==> config.mk <==
export PLATFORM = sky130hd
export DESIGN_NAME = ovf_timer
export DESIGN_NICKNAME = d
export VERILOG_FILES = /design/src/rtl/ovf_timer_pkg.sv /design/src/rtl/ovf_tick_sync.sv /design/src/rtl/ovf_prescale.sv /design/src/rtl/ovf_count_core.sv /design/src/rtl/ovf_timer.sv
export SDC_FILE = /design/constraint.sdc
export NUM_CORES = 1
export LEC_CHECK = 0
export BUFFER_PORTS_ARGS = -buffer_cell sky130_fd_sc_hd__buf_2
export CORE_UTILIZATION = 25
export CTS_BUF_LIST = sky130_fd_sc_hd__clkbuf_16
export DETAILED_ROUTE_END_ITERATION = 10
export GPL_TIMING_DRIVEN = 0
export HOLD_SLACK_MARGIN = 0.02
export PLACE_DENSITY = 0.47
export SLEW_MARGIN = 10
export SYNTH_ARGS = -nofsm -noshare
export SYNTH_HDL_FRONTEND = slang
export SYNTH_HIERARCHICAL = 1
export SYNTH_SLANG_ARGS = --single-unit
export TNS_END_PERCENT = 5
==> constraint.sdc <==
create_clock -name clk -period 6.7 [get_ports clk]
set_input_delay 0 -clock clk [delete_from_list [all_inputs] [get_ports clk]]
set_output_delay 0 -clock clk [all_outputs]
set_load 0.005 [all_outputs]
==> src/rtl/ovf_timer_pkg.sv <==
package ovf_timer_pkg;
  localparam logic [7:0] OFS_CTL  = 8'h00;
  localparam logic [7:0] OFS_CNT  = 8'h04;
  localparam logic [7:0] OFS_MOD  = 8'h08;
  localparam logic [7:0] OFS_INIT = 8'h4C;

  localparam int PS_LSB   = 0;
  localparam int SRC_LSB  = 3;
  localparam int IE_BIT   = 6;
  localparam int FLAG_BIT = 7;

  typedef enum logic [1:0] {
    SRC_OFF  = 2'd0,
    SRC_BUS  = 2'd1,
    SRC_TICK = 2'd2,
    SRC_RSVD = 2'd3
  } src_sel_e;
endpackage

==> src/rtl/ovf_tick_sync.sv <==
module ovf_tick_sync #(
  parameter int STAGES = 2
) (
  input  logic clk,
  input  logic rst,
  input  logic tick_in,
  output logic tick_pulse
);
  logic [STAGES-1:0] sync_q;
  logic              last_q;

  always_ff @(posedge clk) begin
    if (rst) begin
      sync_q <= '0;
      last_q <= 1'b0;
    end else begin
      sync_q <= {sync_q[STAGES-2:0], tick_in};
      last_q <= sync_q[STAGES-1];
    end
  end

  assign tick_pulse = sync_q[STAGES-1] & ~last_q;
endmodule

==> src/rtl/ovf_prescale.sv <==
module ovf_prescale #(
  parameter int PS_W = 3
) (
  input  logic            clk,
  input  logic            rst,
  input  logic            clr,
  input  logic            src_en,
  input  logic [PS_W-1:0] ps,
  output logic            step
);
  localparam int DIV_W = (1 << PS_W) - 1;

  logic [DIV_W-1:0] div_q;
  logic [DIV_W-1:0] mask;

  assign mask = DIV_W'((32'd1 << ps) - 32'd1);
  assign step = src_en && ((div_q & mask) == mask);

  always_ff @(posedge clk) begin
    if (rst || clr)  div_q <= '0;
    else if (src_en) div_q <= div_q + DIV_W'(1);
  end
endmodule

==> src/rtl/ovf_count_core.sv <==
module ovf_count_core #(
  parameter int CW = 16
) (
  input  logic          clk,
  input  logic          rst,
  input  logic          step,
  input  logic          load,
  input  logic [CW-1:0] init_val,
  input  logic [CW-1:0] mod_val,
  output logic [CW-1:0] cnt,
  output logic          wrap
);
  logic [CW-1:0] cnt_q;

  assign wrap = step && !load && (cnt_q == mod_val);
  assign cnt  = cnt_q;

  always_ff @(posedge clk) begin
    if (rst)       cnt_q <= '0;
    else if (load) cnt_q <= init_val;
    else if (step) cnt_q <= (cnt_q == mod_val) ? init_val : cnt_q + CW'(1);
  end
endmodule

==> src/rtl/ovf_timer.sv <==
module ovf_timer
  import ovf_timer_pkg::*;
#(
  parameter int DW          = 32,
  parameter int AW          = 8,
  parameter int CW          = 16,
  parameter int PS_W        = 3,
  parameter int SYNC_STAGES = 2
) (
  input  logic          clk,
  input  logic          rst,
  input  logic          wr_en,
  input  logic          rd_en,
  input  logic [AW-1:0] addr,
  input  logic [DW-1:0] wdata,
  output logic [DW-1:0] rdata,
  input  logic          tick_in,
  output logic          irq
);
  localparam logic [CW-1:0] MOD_RST = '1;

  logic [PS_W-1:0] ps_q;
  src_sel_e        src_q;
  logic            ie_q, flag_q, armed_q, irq_q;
  logic [CW-1:0]   mod_q, init_q, cnt_q;
  logic [DW-1:0]   rdata_q;

  logic sel_ctl, sel_cnt, sel_mod, sel_init;
  logic wr_ctl, wr_cnt, wr_mod, wr_init;
  logic tick_pulse, src_en, step, wrap, div_clr;
  logic flag_d, ie_d, clr_ok;
  logic [DW-1:0] ctl_word;
  logic wdata_unused;

  assign sel_ctl  = (addr == AW'(OFS_CTL));
  assign sel_cnt  = (addr == AW'(OFS_CNT));
  assign sel_mod  = (addr == AW'(OFS_MOD));
  assign sel_init = (addr == AW'(OFS_INIT));
  assign wr_ctl   = wr_en && sel_ctl;
  assign wr_cnt   = wr_en && sel_cnt;
  assign wr_mod   = wr_en && sel_mod;
  assign wr_init  = wr_en && sel_init;
  assign wdata_unused = &{1'b0, wdata[DW-1:CW]};

  ovf_tick_sync #(.STAGES(SYNC_STAGES)) u_sync (
    .clk(clk), .rst(rst), .tick_in(tick_in), .tick_pulse(tick_pulse)
  );

  always_comb begin
    case (src_q)
      SRC_BUS:  src_en = 1'b1;
      SRC_TICK: src_en = tick_pulse;
      default:  src_en = 1'b0;
    endcase
  end

  assign div_clr = wr_ctl && (wdata[SRC_LSB+1:SRC_LSB] == 2'd0);

  ovf_prescale #(.PS_W(PS_W)) u_pre (
    .clk(clk), .rst(rst), .clr(div_clr), .src_en(src_en), .ps(ps_q), .step(step)
  );

  ovf_count_core #(.CW(CW)) u_core (
    .clk(clk), .rst(rst), .step(step), .load(wr_cnt),
    .init_val(init_q), .mod_val(mod_q), .cnt(cnt_q), .wrap(wrap)
  );

  // Flag: armed clear, set wins over clear
  always_comb begin
    clr_ok = wr_ctl && !wdata[FLAG_BIT] && armed_q;
    flag_d = flag_q;
    if (clr_ok) flag_d = 1'b0;
    if (wrap)   flag_d = 1'b1;
    ie_d = wr_ctl ? wdata[IE_BIT] : ie_q;
  end

  always_comb begin
    ctl_word = '0;
    ctl_word[PS_LSB +: PS_W]  = ps_q;
    ctl_word[SRC_LSB +: 2]    = src_q;
    ctl_word[IE_BIT]          = ie_q;
    ctl_word[FLAG_BIT]        = flag_q;
  end

  always_ff @(posedge clk) begin
    if (rst) begin
      ps_q    <= '0;
      src_q   <= SRC_OFF;
      ie_q    <= 1'b0;
      flag_q  <= 1'b0;
      armed_q <= 1'b0;
      irq_q   <= 1'b0;
      mod_q   <= MOD_RST;
      init_q  <= '0;
      rdata_q <= '0;
    end else begin
      flag_q <= flag_d;
      ie_q   <= ie_d;
      irq_q  <= flag_d & ie_d;
      if (wr_ctl) begin
        ps_q  <= wdata[PS_LSB +: PS_W];
        src_q <= src_sel_e'(wdata[SRC_LSB +: 2]);
      end
      if (wr_mod)  mod_q  <= wdata[CW-1:0];
      if (wr_init) init_q <= wdata[CW-1:0];
      if (wr_ctl)                          armed_q <= 1'b0;
      else if (rd_en && sel_ctl && flag_q) armed_q <= 1'b1;
      if (rd_en) begin
        if (sel_ctl)       rdata_q <= ctl_word;
        else if (sel_cnt)  rdata_q <= DW'(cnt_q);
        else if (sel_mod)  rdata_q <= DW'(mod_q);
        else if (sel_init) rdata_q <= DW'(init_q);
        else               rdata_q <= '0;
      end
    end
  end

  assign rdata = rdata_q;
  assign irq   = irq_q;
endmodule

== Yosys cells after proc, flatten, opt, wreduce, memory -nomap -nowiden ==
Index checks and enable logic that the tools add are counted.
Widths: inputs -> output; s select.

* RAM bits: 0
* Memories: 0
* Bits in read-only memories: 0
* Register bits: 99
* Input port bits: 45
* Bits in latches: 0

* Equality and inequality tests: 7
* Muxes and demuxes: 11
* Shift operators: 1
* $add $sub $neg: 3
* Multiply operators: 0
* Reductions and logical operators: 19
* Bitwise gates (word level): 4
* Div/mod/pow operators: 0
* Order comparisons: 0

{| class="wikitable"
|+ Operators by type and width
! kind !! count
|-
| $mux 16 || 7
|-
| $add 16x1->16 const B || 1
|-
| $eq 16x16->1 || 1
|-
| $logic_and 1x1->1 || 12
|-
| $eq 8x3->1 const B || 1
|-
| $eq 8x4->1 const B || 1
|-
| $eq 8x7->1 const B || 1
|-
| $logic_not 8->1 || 1
|-
| $add 7x1->7 const B || 1
|-
| $and 7x7->7 || 1
|-
| $eq 7x7->1 || 1
|-
| $shl 1x3->7 const A || 1
|-
| $sub 7x1->7 const B || 1
|-
| $mux 1 || 3
|-
| $and 1x1->1 || 2
|-
| $eq 2x1->1 const B || 1
|-
| $eq 2x2->1 const B || 1
|-
| $logic_not 1->1 || 2
|-
| $logic_not 2->1 || 1
|-
| $pmux 1 s2 || 1
|-
| $reduce_bool 2->1 || 1
|-
| $reduce_or 2->1 || 1
|-
| $logic_or 1x1->1 || 1
|-
| $not 1->1 || 1
|}

== Longest topological paths before layout ==
* Word-level depth: 9
* Gate-level depth with buffers: 13
* Depth with buffers taken out: 11

== Hierarchy ==
Netlist, hierarchy kept.

{| class="wikitable"
|+ Modules (own cells, without submodules)
! module !! cells an instance !! sequential area each (sq um) !! times used !! area each (sq um)
|-
| ovf_timer || 313 || 1141.1 || 1 || 2772.7
|-
| ovf_count_core || 175 || 320.3 || 1 || 1361.3
|-
| ovf_prescale || 41 || 140.1 || 1 || 344.1
|-
| ovf_tick_sync || 7 || 60.1 || 1 || 87.6
|}

== Least setup slack after synthesis ==
OpenSTA, ideal clock, no wires.

* Path kind: register to register
* Start: register src_q[0]
* End: register irq_q, in the netlist irq
* Arrival time: 2373 ps
* Path buffers: 2
* Stages on the path, launching flop included: 13
* Setup slack: 4239 ps
* Required time: 6612 ps
* Path through: dfxtp_1 -> inv_1 -> ha_1 -> nor2_1 -> nand2_1 -> a211oi_1 -> buf_2 -> buf_4 -> nand2_1 -> nor2_1 -> o21ai_0 -> a311o_1 -> o31ai_1

* Cells in the longest elaborated chain, start to end: 7
* Elaborated cells between the ends (all ways): 8
* Classes of those cells: eq/ne: 2; mux: 2; bitwise: 1; reduce/logical: 3

{| class="wikitable"
|+ RTL lines
! item !! RTL line !! source
|-
| start, declared || ovf_timer.sv:23 || <nowiki>src_sel_e src_q;</nowiki>
|-
| start signal, assigned || ovf_timer.sv:102 || <nowiki>src_q <= src_sel_e'(wdata[SRC_LSB +: 2]);</nowiki>
|-
| $eq 2x2->1 or $eq 2x1->1 (tied branches) || ovf_timer.sv:50 || <nowiki>case (src_q)</nowiki>
|-
| $pmux 1 s2 * || ovf_timer.sv:50 ||
|-
| via src_en || ovf_timer.sv:30 || <nowiki>logic tick_pulse, src_en, step, wrap, div_clr;</nowiki>
|-
| $logic_and 1x1->1 * || ovf_prescale.sv:17 || <nowiki>assign step = src_en && ((div_q & mask) == mask);</nowiki>
|-
| via step || ovf_timer.sv:30 ||
|-
| $logic_and 1x1->1 * (2 in a row) || ovf_count_core.sv:15 || <nowiki>assign wrap = step && !load && (cnt_q == mod_val);</nowiki>
|-
| via wrap || ovf_timer.sv:30 ||
|-
| $mux 1 * || ovf_timer.sv:73 || <nowiki>if (wrap) flag_d = 1'b1;</nowiki>
|-
| $and 1x1->1 * || ovf_timer.sv:99 || <nowiki>irq_q <= flag_d & ie_d;</nowiki>
|-
| end signal, assigned || ovf_timer.sv:99 ||
|-
| end, declared || ovf_timer.sv:24 || <nowiki>logic ie_q, flag_q, armed_q, irq_q;</nowiki>
|}

The timed path passes the listed nets; every way through them passes the cells marked *.
A chain may end at the register's enable or synchronous reset.

== Worst setup path after layout ==
Same ends and word-level chain as after synthesis.

==> impl_metrics.toml <==
[clocking]
cts_resized = 0
cts_setup_buffers = 0
clock_path_buffers = 2
worstSkewPairLatency_ns = 0.34
cts_root_buffer = "clkbuf_16"
cts.htree.levels = 3
cts_sinks = 83
cts.reportedPaths.clkPinSlew_ns = 0.06
tritoncts = "yes"
cts_buffers = 9
holdBufCountCts = 19

[floorplan]
pin_count = 78
start_util_pct = 25.5
die_x_um = 137
rows = 49
core_um2 = 17900
dieArea_um2 = 18800
fp.dieH_um = 137

[worst_hold_path]
min_to = "armed_q"
holdPathStages = 4
hold_path.class = "in2reg"
hp-start = "addr[3]"

[placement]
port_buffers = 45
post-place-ws_ns = 3.55
gp_congestion = 0.848
dp_hpwl_um = 10900

[route]
ant_nets = 0
num_vias = 4427
drt_drc_violations_left = 0
routedWlPerCell_um = 16.8
drt_iter0_drc = 222
via_per_inst = 5.15
routed_wl_um = 14500
first_pass_iters = 5

[cells_and_area]
drive_gt1_share_pct = 19.7
n_antenna_cell = 0
layout.nets = 675
syn_to_final_growth_pct = 23.0

[timing]
fin_setup_tns_ns = 0
hold_viol = 0
clock_skew_ns = 0.00654
setup_viol = 0
fin_crit_ns = 3.19
rsz0062_at_grt = "no"
fin_ws_ns = 3.51
maxSlewHeadroom_pct = 48.5
drv_slew = 0
finalCritPeriodShare_pct = 47.6
max_freq_ghz = 0.314
tightest_slew_ns = 0.769

[grt]
grt_pass1_vias = 4180
grt_pass1_wl_um = 22900
grt_max_degree = 15
global_route.usage.total_pct = 16.1
antenna_found_initial = 0
overflow = 0

[power_and_ir_drop]
p_sw_share_pct = 25.1
p_leak_nw = 2.05
power.internal_uw = 835
p_switching_uw = 280
peakVddDrop_mv = 0.0908
comb_power_share_pct = 9.9
pwr-share-seq_pct = 45.3
pwr-share-clk_pct = 44.8
p_per_area_nw_per_um2 = 198

[setup_path]
rr_startpoint = "src_q[0]"
path_class = "reg2reg"
r2r-end = "irq"
worstPathArrival_ns = 3.44
worstSetupStartpointType = "flop"
startpoint = "src_q[0]"
cp_max_fo = 10
cp-end-kind = "flop"
critPathRequiredTime_ns = 6.95
rr_worst_depth = 12
rrSetupSlack_ns = 3.51

[logic_synthesis]
postSynthCellCount = 536
synth_xor_area_share_pct = 4.03
synth_edf_count = 0
async_flop_share_pct = 0
synth_seq_cells = 83
synth_top_family_by_area = "compound AO/OA/AOI/OAI gates"
yosys_warnings = 6
ys.flop_type = "dfxtp_1"
syn_area_um2 = 4570
synth_fa_ha_area_share_pct = 1.10
synthDistinctLibCells = 60
ys_seq_area_share_pct = 36.4
syn_avg_cell_area_um2 = 8.52
synth_mux_area_share_pct = 6.11
yosys.area_share.simple_pct = 20.3
synth-compound-area-share_pct = 21.7

[job]
cap_violations = 0

[status]
status = "finished, final reports clean"
[placed cells by master, fill, tap and decap left out, drive strengths merged, types with 9 or more instances in the layout]
| master | instances |
|---|---|
| a22oi | 25 |
| a311oi | 10 |
| a31o | 10 |
| a31oi | 26 |
| buf | 84 |
| clkbuf | 35 |
| conb | 16 |
| dfxtp | 83 |
| dlygate4sd3 | 19 |
| inv | 24 |
| mux2i | 20 |
| nand2 | 55 |
| nand3 | 19 |
| nand4 | 15 |
| nor2 | 18 |
| nor4 | 27 |
| o211ai | 9 |
| o21ai | 27 |
| xor2 | 20 |
[stage by stage]
stage	util (%)	cells	cell area, um^2	hold slack (ns)	power [mW]
floorplan	-	551	4620	0.0716	0.582
global placement	28.7	825	5130	0.214	0.616
detailed placement	28.7	825	5130	0.231	0.615
CTS	31.4	860	5620	0.129	1.12
global route	31.4	860	5620	0.191	1.16
finish	31.4	860	5620	0.136	1.11
[layer usage]
metal | up-vias | share of wire, % | track usage (%)
met4 | 0 | 2.2 | 6.65
met1 | 2096 | 47 | 21.9
met5 | - | 0 | 0
li1 | 2147 | - | -
met2 | 157 | 45 | 25.3
met3 | 27 | 5.7 | 2.30
[critical path, cell delays in order (launching register included)]
cell      delay [ns]
dfxtp_1         0.41
inv_1           0.06
ha_1            0.28
nor2_1          0.41
nand2_1         0.09
a211oi_1        0.44
buf_2           0.31
buf_4           0.23
nand2_1         0.06
nor2_1          0.27
o21ai_0         0.12
a311o_1         0.32
o31ai_1         0.07
[cell type report]
type | instances | area, um^2
Inverter | 23 | 86.3
Multi-Input combinational cell | 380 | 2490
Fill cell | 1933 | 12300
Timing Repair Buffer | 64 | 415
Sequential cell | 83 | 1660
Tap cell | 229 | 287
Buffer | 65 | 383
Clock inverter | 7 | 67.6
Clock buffer | 9 | 225
[cells in the mapped netlist (all sizes together), types with 4 or more instances]
| library cell | number | area share [%] |
|---|---|---|
| a21oi | 7 | 0.85 |
| a22oi | 25 | 4.1 |
| a311oi | 10 | 1.9 |
| a31o | 10 | 1.9 |
| a31oi | 26 | 3.6 |
| and3 | 4 | 0.58 |
| buf | 39 | 6.2 |
| clkbuf | 26 | 2.1 |
| dfxtp | 83 | 36 |
| ha | 4 | 1.1 |
| inv | 21 | 1.7 |
| mux2 | 7 | 1.7 |
| mux2i | 20 | 4.4 |
| nand2 | 55 | 4.5 |
| nand3 | 19 | 2.2 |
| nand4 | 15 | 2.3 |
| nor2 | 18 | 1.5 |
| nor2b | 6 | 0.88 |
| nor3 | 7 | 0.77 |
| nor3b | 4 | 0.66 |
| nor4 | 27 | 3.8 |
| o211ai | 9 | 1.5 |
| o21ai | 27 | 3.0 |
| o221ai | 7 | 1.3 |
| o311ai | 5 | 1.1 |
| or3 | 4 | 0.55 |
| xor2 | 20 | 3.8 |
[worst max-delay path by stage]
stage | depth (start not counted) | slack [ns] | to
after floorplan | 12 | 4.24 | irq
after global placement | 12 | 3.57 | irq
after detailed placement | 12 | 3.55 | irq
after CTS | 12 | 3.52 | irq
after global routing | 12 | 3.26 | irq
final | 12 | 3.51 | irq
[state kept, by name, summed over array words and instances, names as in the netlist, 2 cells and up]
name           flops
u_core/cnt        16
ps_q               3
src_q              2
init_q            16
mod_q             16
u_pre/div_q        7
u_sync/sync_q      2
rdata             16
[logic make-up (layout without fill, tap and decap cells)]
kind of cell	count (synthesis)	count (layout)
adder cells (fa/ha/maj)	4	4
other	1	16
AO/OA/AOI/OAI	140	140
multiplexers	27	27
AND/OR/NAND/NOR	172	172
XOR/XNOR	21	21
buffers and inverters	88	168
flip-flops	83	83
[power groups by stage]
stage	sequential [mW]	clock [mW]	combinational, mW
4_1_cts	0.505	0.508	0.109
3_3_place_gp	0.516	0	0.100
3_5_place_dp	0.515	0	0.100
6_report	0.505	0.500	0.110
5_1_grt	0.505	0.532	0.122
2_1_floorplan	0.514	0	0.0684
Note: power is estimated with default switching activity, not from simulation.
